<file path="config.mk">
export PLATFORM = sky130hd
export DESIGN_NAME = uart_bufregs
export DESIGN_NICKNAME = d
export VERILOG_FILES = /design/src/rtl/uart_bufregs_pkg.sv /design/src/rtl/uart_bufregs_ctrl.sv /design/src/rtl/uart_bufregs_dp.sv /design/src/rtl/uart_bufregs.sv
export SDC_FILE = /design/constraint.sdc
export NUM_CORES = 1
export LEC_CHECK = 0
export BUFFER_PORTS_ARGS = -buffer_cell sky130_fd_sc_hd__buf_2
export CAP_MARGIN = 15
export CORE_ASPECT_RATIO = 0.6
export CORE_MARGIN = 5
export CORE_UTILIZATION = 49
export CTS_CLUSTER_SIZE = 10
export DETAILED_ROUTE_END_ITERATION = 10
export HOLD_SLACK_MARGIN = 0.02
export PLACE_DENSITY = 0.93
export SYNTH_ARGS = -nofsm -noshare
export SYNTH_HDL_FRONTEND = slang
export SYNTH_SLANG_ARGS = --single-unit
</file>
<file path="constraint.sdc">
create_clock -name clk -period 2.1 [get_ports clk]
set_input_delay 0.21 -clock clk [delete_from_list [all_inputs] [get_ports clk]]
set_output_delay 0.21 -clock clk [all_outputs]
set_load 0.01 [all_outputs]
</file>
<file path="src/rtl/uart_bufregs_pkg.sv">
package uart_bufregs_pkg;
  localparam int BYTE_W = 8;
  localparam int CHAR_W = 9;
  localparam int HI_W = CHAR_W - BYTE_W;
  localparam int ADDR_W = 2;
  localparam int PAD_W = BYTE_W - 4 - HI_W;

  localparam logic [ADDR_W-1:0] OFS_TX_LO = 2'd0;
  localparam logic [ADDR_W-1:0] OFS_TX_HI = 2'd1;
  localparam logic [ADDR_W-1:0] OFS_RX_LO = 2'd2;
  localparam logic [ADDR_W-1:0] OFS_RX_HI = 2'd3;

  localparam logic [2:0] MODE_OFF = 3'b000;
  localparam logic [2:0] MODE_SYNC = 3'b001;

  typedef struct packed {
    logic txLoWr;
    logic txHiWr;
    logic loadChar;
    logic markOvr;
    logic clrFerPer;
    logic clrOer;
    logic clrAll;
    logic syncMode;
    logic rxActive;
  } bufStrobe_t;
endpackage

</file>
<file path="src/rtl/uart_bufregs_ctrl.sv">
module uart_bufregs_ctrl
  import uart_bufregs_pkg::*;
(
  input  logic              clk,
  input  logic              rstN,
  input  logic [ADDR_W-1:0] busAddr,
  input  logic              busWe,
  input  logic              busRe,
  input  logic              rxDone,
  input  logic [2:0]        modeSel,
  input  logic              rxEnable,
  output bufStrobe_t        strobe
);
  logic unread;
  logic lastOvr;
  logic active;
  logic loRead;
  logic ovrNow;
  logic takeNow;

  assign active  = (modeSel != MODE_OFF) && rxEnable;
  assign loRead  = busRe && (busAddr == OFS_RX_LO);
  // a coincident low read consumes the old character first
  assign ovrNow  = rxDone && active && unread && !loRead;
  assign takeNow = rxDone && active && !ovrNow;

  always_comb begin
    strobe.txLoWr    = busWe && (busAddr == OFS_TX_LO);
    strobe.txHiWr    = busWe && (busAddr == OFS_TX_HI);
    strobe.loadChar  = takeNow;
    strobe.markOvr   = ovrNow;
    strobe.clrFerPer = loRead;
    strobe.clrOer    = loRead && !lastOvr;
    strobe.clrAll    = !active;
    strobe.syncMode  = (modeSel == MODE_SYNC);
    strobe.rxActive  = active;
  end

  always_ff @(posedge clk or negedge rstN) begin
    if (!rstN) begin
      unread  <= 1'b0;
      lastOvr <= 1'b0;
    end else if (!active) begin
      unread  <= 1'b0;
      lastOvr <= 1'b0;
    end else begin
      if (takeNow || ovrNow) unread <= 1'b1;
      else if (loRead)       unread <= 1'b0;
      if (ovrNow)            lastOvr <= 1'b1;
      else if (takeNow)      lastOvr <= 1'b0;
    end
  end
endmodule

</file>
<file path="src/rtl/uart_bufregs_dp.sv">
module uart_bufregs_dp
  import uart_bufregs_pkg::*;
(
  input  logic              clk,
  input  logic              rstN,
  input  bufStrobe_t        strobe,
  input  logic [ADDR_W-1:0] busAddr,
  input  logic              busRe,
  input  logic [BYTE_W-1:0] busWdata,
  input  logic [CHAR_W-1:0] rxData,
  input  logic              rxFrameErr,
  input  logic              rxParityErr,
  output logic [BYTE_W-1:0] busRdata,
  output logic [CHAR_W-1:0] txData,
  output logic              txValid
);
  logic [CHAR_W-1:0] txBuf;
  logic [CHAR_W-1:0] rxBuf;
  logic fer, per, oer;
  logic ferView, perView, oerView, sumView;
  logic [BYTE_W-1:0] statusByte;

  always_ff @(posedge clk or negedge rstN) begin
    if (!rstN) begin
      txBuf   <= '0;
      txValid <= 1'b0;
    end else begin
      txValid <= strobe.txLoWr;
      if (strobe.txLoWr) txBuf[BYTE_W-1:0] <= busWdata;
      if (strobe.txHiWr) txBuf[CHAR_W-1:BYTE_W] <= busWdata[HI_W-1:0];
    end
  end
  assign txData = txBuf;

  always_ff @(posedge clk or negedge rstN) begin
    if (!rstN) begin
      rxBuf <= '0;
    end else if (strobe.loadChar) begin
      rxBuf <= rxData;
    end
  end

  always_ff @(posedge clk or negedge rstN) begin
    if (!rstN) begin
      fer <= 1'b0;
      per <= 1'b0;
      oer <= 1'b0;
    end else if (strobe.clrAll) begin
      fer <= 1'b0;
      per <= 1'b0;
      oer <= 1'b0;
    end else begin
      if (strobe.loadChar) begin
        fer <= rxFrameErr && !strobe.syncMode;
        per <= rxParityErr && !strobe.syncMode;
      end else if (strobe.clrFerPer) begin
        fer <= 1'b0;
        per <= 1'b0;
      end
      if (strobe.markOvr)     oer <= 1'b1;
      else if (strobe.clrOer) oer <= 1'b0;
    end
  end

  assign oerView = oer && strobe.rxActive;
  assign ferView = fer && strobe.rxActive && !strobe.syncMode;
  assign perView = per && strobe.rxActive && !strobe.syncMode;
  assign sumView = !strobe.syncMode && (oerView || ferView || perView);
  assign statusByte = {sumView, perView, ferView, oerView, {PAD_W{1'b0}},
                       rxBuf[CHAR_W-1:BYTE_W]};

  always_comb begin
    busRdata = '0;
    if (busRe) begin
      case (busAddr)
        OFS_RX_LO: busRdata = rxBuf[BYTE_W-1:0];
        OFS_RX_HI: busRdata = statusByte;
        default:   busRdata = '0;
      endcase
    end
  end
endmodule

</file>
<file path="src/rtl/uart_bufregs.sv">
module uart_bufregs
  import uart_bufregs_pkg::*;
(
  input  logic              clk,
  input  logic              rstN,
  input  logic [ADDR_W-1:0] busAddr,
  input  logic              busWe,
  input  logic              busRe,
  input  logic [BYTE_W-1:0] busWdata,
  output logic [BYTE_W-1:0] busRdata,
  input  logic              rxDone,
  input  logic [CHAR_W-1:0] rxData,
  input  logic              rxFrameErr,
  input  logic              rxParityErr,
  input  logic [2:0]        modeSel,
  input  logic              rxEnable,
  output logic [CHAR_W-1:0] txData,
  output logic              txValid
);
  bufStrobe_t strobe;

  uart_bufregs_ctrl u_ctrl (
    .clk(clk), .rstN(rstN), .busAddr(busAddr), .busWe(busWe), .busRe(busRe),
    .rxDone(rxDone), .modeSel(modeSel), .rxEnable(rxEnable), .strobe(strobe)
  );

  uart_bufregs_dp u_dp (
    .clk(clk), .rstN(rstN), .strobe(strobe), .busAddr(busAddr), .busRe(busRe),
    .busWdata(busWdata), .rxData(rxData), .rxFrameErr(rxFrameErr),
    .rxParityErr(rxParityErr), .busRdata(busRdata), .txData(txData),
    .txValid(txValid)
  );
endmodule

</file>
* Yosys cells after proc, flatten, opt, wreduce, memory -nomap -nowiden
Cells that the tools add are included.
** Word-level totals
- Logic and storage cells :: 58
- Output and inout port bits :: 18
- Bits of input ports :: 30
- Flip-flop bits (word level) :: 24
** Cells by class
- Equality and inequality tests :: 8
- Reductions and logical operators :: 26
- Muxes and demuxes :: 15
** Operator list (number)
- $logic_and 1x1->1 :: 17
- $pmux 8 s2 :: 1
- $mux 1 :: 13
- $ne 3x3->1 const B :: 4
- $mux 8 :: 1
- $eq 2x2->1 const B :: 2
- $logic_not 1->1 :: 4
- $eq 3x1->1 const B :: 1
- $logic_or 1x1->1 :: 3
- $reduce_bool 3->1 :: 1
- $eq 2x1->1 const B :: 1
- $logic_not 2->1 :: 1

* Depth between registers and ports, before layout
Gate-level depths: netlist of run 1.
- Depth after elaboration :: 10
- Mapped depth :: 5
- Depth with buffers taken out :: 3

* By module
From an unflattened synthesis of run 1, not the netlist that was laid out.
** Second synthesis, totals
- Cells, all modules :: 97
- Area, all modules :: 1191.1 um^2
** By module, submodules not included
- uart_bufregs_dp :: times used 1, cells each 73, area each 964.7 um^2, sequential area each 550.5 um^2
- uart_bufregs_ctrl :: times used 1, cells each 24, area each 226.5 um^2, sequential area each 50.0 um^2

* Worst setup path after synthesis of run 1
No wires, ideal clock.
- Kind :: input to register
- Start :: input port busAddr[0]
- End :: register u_dp.rxBuf[0]
- Slack :: 0.680 ns
- Library setup time :: 0.125 ns
- Buffers on the path :: 1
- Stages :: 4
- Arrival :: 1.295 ns
- Required time :: 1.975 ns
- Path through :: buf_6 > nand3b_4 > a211oi_4 > mux2_2
** On the way
- Cells in the longest elaborated chain, start to end :: 6
** RTL lines
- start: declaration :: line uart_bufregs.sv:6 : input logic [ADDR_W-1:0] busAddr,
- $eq 2x2->1 :: line uart_bufregs_ctrl.sv:22 : assign loRead = busRe && (busAddr == OFS_RX_LO);
- $logic_and 1x1->1 :: line uart_bufregs_ctrl.sv:22
- $logic_not 1->1 :: line uart_bufregs_ctrl.sv:24 : assign ovrNow = rxDone && active && unread && !loRead;
- $logic_and 1x1->1 :: line uart_bufregs_ctrl.sv:24
- $logic_not 1->1 :: line uart_bufregs_ctrl.sv:25 : assign takeNow = rxDone && active && !ovrNow;
- $logic_and 1x1->1 :: line uart_bufregs_ctrl.sv:25
- end signal: assignment :: line uart_bufregs_dp.sv:39 : rxBuf <= rxData;
- end: declaration :: line uart_bufregs_dp.sv:18 : logic [CHAR_W-1:0] rxBuf;
Every way passes these cells.
A chain may end at the register's enable or synchronous reset.

* Worst setup path after layout of run 1
- Start :: register u_dp.per
- End :: output port busRdata[7]
** On the way
- Cells in the longest elaborated chain, start to end :: 6
** RTL lines
- start: declaration :: line uart_bufregs_dp.sv:19 : logic fer, per, oer;
- start signal: assignment :: line uart_bufregs_dp.sv:55 : per <= rxParityErr && !strobe.syncMode;
- $logic_and 1x1->1 (2 in a row) :: line uart_bufregs_dp.sv:67 : assign perView = per && strobe.rxActive && !strobe.syncMode;
- $logic_or 1x1->1 :: line uart_bufregs_dp.sv:68 : assign sumView = !strobe.syncMode && (oerView || ferView || perView);
- $logic_and 1x1->1 :: line uart_bufregs_dp.sv:68
- $pmux 8 s2 :: line uart_bufregs_dp.sv:75 : case (busAddr)
- $mux 8 :: line uart_bufregs_dp.sv:74 : if (busRe) begin
- end: declaration :: line uart_bufregs.sv:10 : output logic [BYTE_W-1:0] busRdata,
Every way passes these cells.

==> results of run 1 <==
## path summary, 6_finish.rpt
check / end / depth (start not counted)
max: busRdata[7] / 3
min: u_dp.txData[4] / 2
max reg2reg: u_dp.rxBuf[4] / 2
min reg2reg: u_dp.rxBuf[1] / 1
max in group asynchronous: u_dp.txData[7] / 2
min in group asynchronous: u_dp.rxBuf[2] / 2
## registers in the layout (all words and copies together), names as in the netlist
name,flops
u_dp.txData,9
u_dp.txValid,1
u_dp.per,1
u_ctrl.lastOvr,1
u_ctrl.unread,1
u_dp.oer,1
u_dp.fer,1
u_dp.rxBuf,9
## report_power, final
group	switching (uW)	leakage (uW)	internal [uW]	total (uW)
Sequential	41.9	0.000293	536	578
Clock	142	0.0000288	167	309
Combinational	106	0.000384	125	230
## kinds of logic after synthesis
kind of cell    count (synthesis)
mux                            19
flops                          24
simple gates                   22
compound gates                 14
buf+inv                         6
## synth_stat cells
cell type	n	area, sq um
dfrtp_1	24	601
mux2_2	18	203
a21oi_1	5	25.0
nand2_1	4	15.0
nor2_1	4	15.0
a22o_1	3	26.3
and2_1	3	18.8
inv_1	3	11.3
nand3_1	3	15.0
o2111ai_1	2	17.5
a211oi_4	1	20.0
a2bb2oi_1	1	8.76
and3b_2	1	10.0
buf_2	1	5.00
buf_6	1	11.3
clkbuf_1	1	3.75
mux2i_1	1	10.0
nand2b_1	1	6.26
nand3b_1	1	7.51
nand3b_4	1	20.0
nor3_1	1	5.00
nor3b_1	1	7.51
o21ai_0	1	5.00
o31ai_4	1	21.3
or3_1	1	6.26
or3b_2	1	8.76
## layer usage
metal	share of wire, %	vias up
met3	9.9	8
met5	0	-
li1	-	406
met1	41	417
met4	2.7	0
met2	46	52
## per-stage QoR
step / hold WS (ns) / utilization (%) / worst slack, ns / std cells / power (uW)
floorplan: -0.0856 / - / 0.680 / 85 / 708
global placement: 0.208 / 63.0 / 0.548 / 160 / 804
detailed placement: 0.222 / 63.0 / 0.513 / 160 / 818
CTS: 0.169 / 66.0 / 0.517 / 165 / 1130
global route: 0.171 / 66.0 / 0.485 / 165 / 1180
finish: 0.174 / 66.0 / 0.519 / 165 / 1120
## layout make-up
| class | instances | share of cell area (%) |
|---|---|---|
| flip-flops and latches | 24 | 42.0 |
| multi-input cells | 55 | 33.0 |
| repair buffers | 49 | 17.7 |
| clock buffers | 4 | 3.85 |
| well taps | 30 | 2.63 |
| inverters | 3 | 0.788 |
==> results by group, run 1 <==
GRT
  • Routing usage on met2: 27.0%
  • Initial antenna violation count: 0
  • Busiest layer in global routing: met2
  • Total global routing track utilization: 16.8%
  • Grt met1 use: 22.0%
  • First-pass GRT wire length: 4170 microns
  • Largest net degree at the start of global routing: 25
  • Vias in the first global route: 907
  • GR Overflow Total: 0
  • Met3 usage: 5.56%

Worst setup path
  • Critical Path Source Type: flop
  • Slowest CP cell: dfrtp_1
  • R2r startpoint: u_ctrl.unread
  • CP top delay family: flip-flops
  • Worst Path Arrival: 1.37 ns
  • Worst Path Max Fanout: 3
  • Crit. End Element: output port
  • Crit path buffers/inverters: 1
  • Reg-to-reg slack, setup: 0.66 ns
  • CP startpoint: u_dp.per
  • CP Cell Sequence: or3_1, a22o_1, buf_2
  • Kind of critical path: flop to output port
  • Critical Path RT: 1.89 ns
  • Slowest Stage Delay on Critical Path: 0.42 ns

Clock tree
  • Clock root cell: clkbuf_8
  • Post-CTS Resized: 0
  • Clock buffer depth: 2
  • CTS H-Tree Depth: 1
  • CTS tree: yes
  • CTS clk-pin slew, worst paths: 0.08 ns
  • Post-CTS Setup Bufs: 0
  • Clock Latency Late Sink: 0.26 ns
  • TritonCTS buffer count: 3
  • Clock sinks: 24
  • Post-CTS Hold Fix Bufs: 1

Final layout
  • Nets: 166
  • Commonest non-fill, non-tap cell in the layout: buf_2
  • Most frequent cells in the layout: buf_2 (47), dfrtp_1 (24), mux2_2 (18)
  • Multi-input gate area: 472 sq um
  • Filler cells: 169
  • Share of layout cells above drive strength 1: 55.6%
  • Reg area: 601 sq um
  • Final instance area: 1430 sq um
  • Area delta synth->final: 29.5%
  • Ant diodes: 0

Timing
  • Setup_tns: 0 ns
  • Max Clk Rate: 0.633 GHz
  • Fin. max-slew vios: 0
  • Clock Skews: 0.00419 ns
  • Slew headroom: 64.4%
  • Final Cycle Share: 75.3%
  • Final Hold Fails: 0
  • Final Setup Violations: 0
  • Worst Tran Pin Value: 0.534 ns
  • Unrepaired setup endpoints after global routing: no
  • Final min period: 1.58 ns

Route
  • Post-Route WL: 2500 microns
  • Initial DRT Pass Iterations: 4
  • Via-to-Cell Ratio: 5.35
  • Drt first-iter violations: 96
  • DR vias: 883
  • Post-DRT Antenna Nets: 0
  • Wire length per cell: 15.2 microns
  • Remaining routing DRC violations: 0

Logic synthesis
  • Yosys reg bits: 24
  • Syn nets: 115
  • Synth cell types: 26
  • Avg Inst Size Synth: 13.0 sq um
  • Mux cell area share after synthesis: 19.3%
  • Compound-cell area share of the yosys netlist: 11.2%
  • Post-synthesis sequential area ratio: 54.4%
  • Post-synthesis simple-gate area fraction: 12.2%
  • XOR/XNOR Fraction of Synth Area: 0%
  • Post-synthesis cell area: 1100 sq um
  • Largest family of logic cells by synthesized area: multiplexers
  • Yosys warning count: 0
  • Synth Area in Adders: 0%
  • Post-synthesis cell count: 85

Floorplan
  • Core Rows: 13
  • Boundary pin count: 48
  • Die width: 71.3 microns
  • Initial Util: 51.0%
  • Core ar.: 2160 sq um
  • Chip Height: 46.8 microns
  • Die ar.: 3330 sq um

Placement
  • Gpl congestion: 0.942
  • # port buffers: 47
  • Dpl cell area: 1360 sq um
  • DPL Wire Length: 2000 microns

Worst hold path
  • Hold Startpoint: busWdata[4]
  • HP Class: primary input to flop

Job
  • MaxCap Viol Count: 0

Pwr
  • Leakage power: 0.000706 uW
  • VDD IR max: 0.000612 V
  • Pwr Density: 782 nW/um^2

Outcome
  • Status: finished clean
No activity file was read; power rests on OpenSTA's default activity.
==> run 2: changes to the inputs <==
Settings changed: CORE_UTILIZATION 49 to 41, PLACE_DENSITY 0.93 to 0.84.
Clock period 2.1 ns to 1.3 ns, I/O delays scaled along.
==> run 2 against run 1 <==
Net effect:
- the flow now finishes with violations (negative setup slack)
- clock power is 110% higher
- worst setup slack worse by 0.71 ns
- hold slack worse by 0.087 ns
- die area is 16% higher
- non-clock buffer count increased by 9
- combinational power up 99%
- sequential power rose by 62%
- register-to-register slack worse by 0.63 ns
- first-iteration DRC count shrank 25%
- critical path depth unchanged
- clock skew is 0.0023 ns lower
- critical path type unchanged
- largest cell class unchanged
- largest power group unchanged
- highest routed layer unchanged
==> results by group, run 2 (synthesis results as in run 1) <==
Final layout
  • Fin cells: 176 (+6.7%)
  • Most frequent cells in the layout: buf_2 (47), dfrtp_1 (24), mux2_2 (9), mux2_4 (9), buf_4 (7)
  • Reg area: 601 sq um (unchanged)
  • Nets: 175 (+5.4%)
  • Share of layout cells above drive strength 1: 59.7% (+4.2 points)
  • Fin util: 62.2% (-3.9 points)
  • Final instance area: 1580 sq um (+11%)
  • Commonest non-fill, non-tap cell in the layout: buf_2
  • Multi-input gate area: 515 sq um (+9.3%)
  • Area delta synth->final: 43.1%
  • Ant diodes: 0 (unchanged)
  • Filler cells: 187 (+11%)

Floorplan
  • Chip Height: 50.2 microns (+7.3%)
  • Initial Util: 43.4% (-7.6 points)
  • Die ar.: 3860 sq um (+16%)
  • Core Rows: 14 (+1)
  • Boundary pin count: 48 (unchanged)
  • Die width: 77.0 microns (+8.0%)
  • Core ar.: 2540 sq um (+17%)

Clock tree
  • CTS clk-pin slew, worst paths: 0.08 ns (about the same)
  • CTS tree: yes
  • Clock buffer depth: 2 (unchanged)
  • Clock Latency Late Sink: 0.27 ns (about the same)
  • TritonCTS buffer count: 3 (unchanged)
  • CTS H-Tree Depth: 1 (unchanged)
  • Clock sinks: 24 (unchanged)
  • Clock root cell: clkbuf_8

Placement
  • DPL Wire Length: 2270 microns (+13%)
  • Dpl cell area: 1430 sq um (+5.0%)
  • # port buffers: 47 (unchanged)
  • Placed insts: 169 (+5.6%)
  • Gpl congestion: 0.770 (-18%)
  • Placement Setup Slack: -0.00338 ns (-0.516 ns)

GRT
  • GR Overflow Total: 0 (unchanged)
  • Vias in the first global route: 1029 (+13%)
  • Total global routing track utilization: 15.7% (-1.2 points)
  • Initial antenna violation count: 0 (unchanged)
  • Largest net degree at the start of global routing: 25 (unchanged)
  • First-pass GRT wire length: 4820 microns (+15%)

Timing
  • Slew headroom: 63.1% (-1.3 points)
  • Final Cycle Share: 115%
  • Final Setup Violations: 2 (+2)
  • Unrepaired setup endpoints after global routing: yes
  • Worst Tran Pin Value: 0.553 ns (+0.0190 ns)
  • Final Hold Fails: 0 (unchanged)
  • Final min period: 1.49 ns
  • Final worst setup slack: -0.191 ns (-0.711 ns)
  • Fin. max-slew vios: 0 (unchanged)
  • Max Clk Rate: 0.670 GHz
  • Clock Skews: 0.00190 ns (-0.00228 ns)

Worst setup path
  • Crit path buffers/inverters: 1 (unchanged)
  • Slowest CP cell: dfrtp_1
  • Critical Path RT: 1.17 ns (-0.72 ns)
  • Kind of critical path: flop to output port
  • Worst Path Arrival: 1.36 ns (about the same)
  • Slowest Stage Delay on Critical Path: 0.39 ns (-0.03 ns)
  • CP top delay family: flip-flops
  • Crit. End Element: output port
  • CP Cell Sequence: or3_4, a22o_1, buf_2
  • Critical Path Source Type: flop
  • Worst Path Max Fanout: 2 (-1)

Route
  • Post-DRT Antenna Nets: 0 (unchanged)
  • Initial DRT Pass Iterations: 4 (unchanged)
  • Post-Route WL: 3000 microns (+20%)
  • Remaining routing DRC violations: 0 (unchanged)
  • Via-to-Cell Ratio: 5.05 (-5.7%)
  • DR vias: 888 (+0.57%)
  • Drt first-iter violations: 72 (-25%)
  • Wire length per cell: 17.0 microns (+12%)

Pwr
  • Pwr Density: 1300 nW/um^2 (+66%)
  • VDD IR max: 0.000550 V (-10%)
  • Leakage power: 0.000795 uW (+13%)

Outcome
  • Status: complete, but fails checks
  • Failing checks: negative setup slack

Worst hold path
  • HP Class: primary input to flop

Job
  • MaxCap Viol Count: 0 (unchanged)
run 2: layout make-up:
class                   count  area share [%]
flip-flops and latches     24            38.0
multi-input cells          55            32.6
repair buffers             58            21.6
clock buffers               3            2.61
well taps                  32            2.54
clock inverters             1            1.90
inverters                   3           0.713
run 2: power breakdown:
group,switching [uW],internal [uW],leakage [uW],total [uW]
Clock,241,412,0.0000357,652
Sequential,68.7,867,0.000293,935
Combinational,196,263,0.000466,458
Total,505,1540,0.000795,2050
run 2: metrics by stage:
step | hold slack (ns) | power, uW | setup TNS, ns
floorplan | -0.166 | 1140 | -0.287
global placement | 0.122 | 1320 | 0
detailed placement | 0.138 | 1350 | -0.00338
CTS | 0.0829 | 2010 | -0.260
global route | 0.0803 | 2150 | -0.462
finish | 0.0872 | 2050 | -0.360
run 2: per-layer routing:
metal | track usage, % | vias to the layer above | part of all wire [%]
met2 | 27.3 | 24 | 52
met5 | 0 | - | 0
met1 | 18.9 | 432 | 43
met3 | 5.18 | 6 | 4.2
met4 | 4.29 | 0 | 1.1
li1 | - | 426 | -
run 2: path summary, 6_finish.rpt:
| kind | cells after the start | start | endpoint | slack [ns] |
|---|---|---|---|---|
| worst min register to register | 1 | u_dp.txData[8] | u_dp.txData[8] | 0.51 |
| worst max-delay path | 3 | u_dp.per | busRdata[7] | -0.19 |
| max in group asynchronous | 2 | rstN | u_dp.rxBuf[0] | 0.55 |
| worst max register to register | 3 | u_ctrl.unread | u_dp.rxBuf[0] | 0.03 |
| min in group asynchronous | 2 | rstN | u_dp.txData[1] | 0.39 |
| worst min-delay path | 2 | rxData[5] | u_dp.rxBuf[5] | 0.09 |
run 2: timing repair:
action                     CTS  global route
buffers inserted             1             1
hold buffers                 1             0
hold endpoints to repair    24             0
pin swaps                    1             0
resized for setup            1            12
setup endpoints to repair    7            12
==> run 3: changes to the inputs <==
Settings changed: ABC_AREA set to 0, BUFFER_PORTS_ARGS -buffer_cell sky130_fd_sc_hd__buf_2 to -buffer_cell sky130_fd_sc_hd__buf_4, MAX_ROUTING_LAYER set to met4.
==> run 3 against run 2 <==
Net effect:
- the flow still finishes with violations (negative setup slack)
- combinational power rose by 14%
- clock skew shrank 0.00078 ns
- via count increased by 0.56%
- critical path depth stayed put
- maximum frequency down 2.2%
- routed wire length rose by 5.9%
- flip-flop and latch count unchanged
- cell count down 1.1%
- non-clock buffer count decreased by 2
- global-route usage up 0.90 points
- worst setup slack lost 0.034 ns
==> results by group, run 3 (synthesis results as in run 1) <==
Outcome
  • Failing checks: negative setup slack
  • Status: complete, but fails checks

Route
  • Remaining routing DRC violations: 0 (unchanged)
  • Initial DRT Pass Iterations: 4 (unchanged)
  • Via-to-Cell Ratio: 5.13 (+1.7%)
  • Drt first-iter violations: 38 (-47%)
  • Post-DRT Antenna Nets: 0 (unchanged)
  • Post-Route WL: 3180 microns (+5.9%)
  • DR vias: 893 (+0.56%)
  • Wire length per cell: 18.3 microns (+7.1%)

Timing
  • Final worst setup slack: -0.225 ns (-0.0338 ns)
  • Clock Skews: 0.00112 ns (-0.000785 ns)
  • Fin. max-slew vios: 0 (unchanged)
  • Final Cycle Share: 117% (+2.6 points)
  • Worst Tran Pin Value: 0.326 ns (-0.227 ns)
  • Max Clk Rate: 0.656 GHz (-2.2%)
  • Final min period: 1.53 ns (+0.0338 ns)
  • Final Setup Violations: 2 (unchanged)
  • Final Hold Fails: 0 (unchanged)
  • Unrepaired setup endpoints after global routing: yes
  • Slew headroom: 78.1% (+15 points)

Worst setup path
  • CP Cell Sequence: or3_4, a22o_1, buf_6
  • CP top delay family: flip-flops
  • Critical Path RT: 1.17 ns (about the same)
  • Worst Path Arrival: 1.40 ns (+0.04 ns)
  • Critical Path Source Type: flop
  • Crit path buffers/inverters: 1 (unchanged)
  • Kind of critical path: flop to output port
  • Worst Path Max Fanout: 2 (unchanged)
  • Crit. End Element: output port
  • Slowest CP cell: dfrtp_1
  • Slowest Stage Delay on Critical Path: 0.40 ns (about the same)

GRT
  • First-pass GRT wire length: 4830 microns (+0.29%)
  • Vias in the first global route: 987 (-4.1%)
  • Total global routing track utilization: 16.6% (+0.90 points)
  • Largest net degree at the start of global routing: 25 (unchanged)
  • Initial antenna violation count: 0 (unchanged)
  • GR Overflow Total: 0 (unchanged)

Clock tree
  • CTS clk-pin slew, worst paths: 0.08 ns (about the same)
  • Clock buffer depth: 2 (unchanged)
  • CTS tree: yes
  • CTS H-Tree Depth: 1 (unchanged)
  • TritonCTS buffer count: 3 (unchanged)
  • Clock Latency Late Sink: 0.27 ns (about the same)
  • Clock sinks: 24 (unchanged)
  • Clock root cell: clkbuf_8

Floorplan
  • Chip Height: 50.2 microns (unchanged)
  • Boundary pin count: 48 (unchanged)
  • Initial Util: 43.4% (unchanged)
  • Core Rows: 14 (unchanged)
  • Die width: 77.0 microns (unchanged)
  • Core ar.: 2540 sq um (unchanged)
  • Die ar.: 3860 sq um (unchanged)

Placement
  • Placement Setup Slack: 0.00317 ns (+0.00654 ns)
  • # port buffers: 47 (unchanged)
  • Dpl cell area: 1550 sq um (+8.2%)
  • Gpl congestion: 0.757 (-1.7%)
  • DPL Wire Length: 2360 microns (+4.1%)

Pwr
  • VDD IR max: 0.000625 V (+14%)
  • Part of the power in registers: 44.3% (-1.4 points)
  • Sw Ratio: 24.5% (-0.21 points)
  • Combinational fraction of design power: 24.7% (+2.3 points)
  • Switching Power: 519 uW (+2.7%)
  • Pwr Density: 1250 nW/um^2 (-3.2%)
  • Clock power share: 31.0% (-0.9 points)
  • Leakage power: 0.000818 uW (+2.9%)
  • Final Total Pwr: 2120 uW (+3.6%)
  • P_int: 1600 uW (+3.9%)

Final layout
  • Filler cells: 178 (-4.8%)
  • Ant diodes: 0 (unchanged)
  • Nets: 173 (-1.1%)
  • Final instance area: 1690 sq um (+7.1%)
  • Reg area: 601 sq um (unchanged)
  • Multi-input gate area: 517 sq um (+0.24%)
  • Area delta synth->final: 53.2%
  • Share of layout cells above drive strength 1: 59.2% (-0.57 points)
  • Most frequent cells in the layout: buf_4 (50), dfrtp_1 (24), mux2_2 (9), mux2_4 (9), a21oi_1 (5)
  • Commonest non-fill, non-tap cell in the layout: buf_4

Job
  • MaxCap Viol Count: 0 (unchanged)

Worst hold path
  • HP Class: primary input to flop
run 3: cell types whose count changed in the layout (fill, tap and decap cells not counted), sizes merged:
cell  delta
buf      -2
run 3: worst paths after layout:
path / to / slack (ns) / start / cells after the start
max: busRdata[7] / -0.23 / u_dp.fer / 3
max in group asynchronous: u_dp.rxBuf[8] / 0.76 / rstN / 2
max reg2reg: u_dp.rxBuf[4] / 0 / u_ctrl.unread / 3
min reg2reg: u_dp.txData[7] / 0.52 / u_dp.txData[7] / 1
min: u_dp.rxBuf[2] / 0.09 / rxData[2] / 2
min in group asynchronous: u_dp.oer / 0.31 / rstN / 2
run 3: timing repair:
action                     4_1_cts  5_1_grt
hold buffers                     1        0
setup endpoints to repair        6       13
cloned                           0        0
pin swaps                        1        1
hold endpoints to repair        24        0
buffers inserted                 1        1
gates resized for setup          3       12
run 3: per-layer routing:
layer	share of wire (%)	wire [microns]	up-vias	GRT usage, %
met5	0	0	-	-
met4	1.4	44	0	4.86
met3	4.0	126	6	4.82
met2	54	1720	22	28.6
met1	41	1290	447	19.0
li1	-	-	418	-
run 3: power by group through the flow:
stage / sequential, uW / combinational [uW] / clock, uW
after detailed placement: 947 / 471 / 0
after CTS: 933 / 485 / 669
after global routing: 957 / 559 / 707
after floorplan: 958 / 186 / 0
after global placement: 935 / 453 / 0
final: 939 / 524 / 657
run 3: cell type report:
class / count / area share (%)
Timing Repair Buffer: 56 / 26.6
Clock inverter: 1 / 1.78
Clock buffer: 3 / 2.44
Sequential cell: 24 / 35.5
Multi-Input combinational cell: 55 / 30.6
Tap cell: 32 / 2.37
Inverter: 3 / 0.666
run 3: per-stage QoR:
step	util (%)	hold WS (ns)	setup TNS, ns	instances
2_1_floorplan	-	-0.166	-0.287	85
3_3_place_gp	61.0	0.0386	0	169
3_5_place_dp	61.0	0.0463	0	169
4_1_cts	65.0	0.0851	-0.299	175
5_1_grt	66.6	0.0757	-0.646	174
6_report	66.6	0.0874	-0.225	174
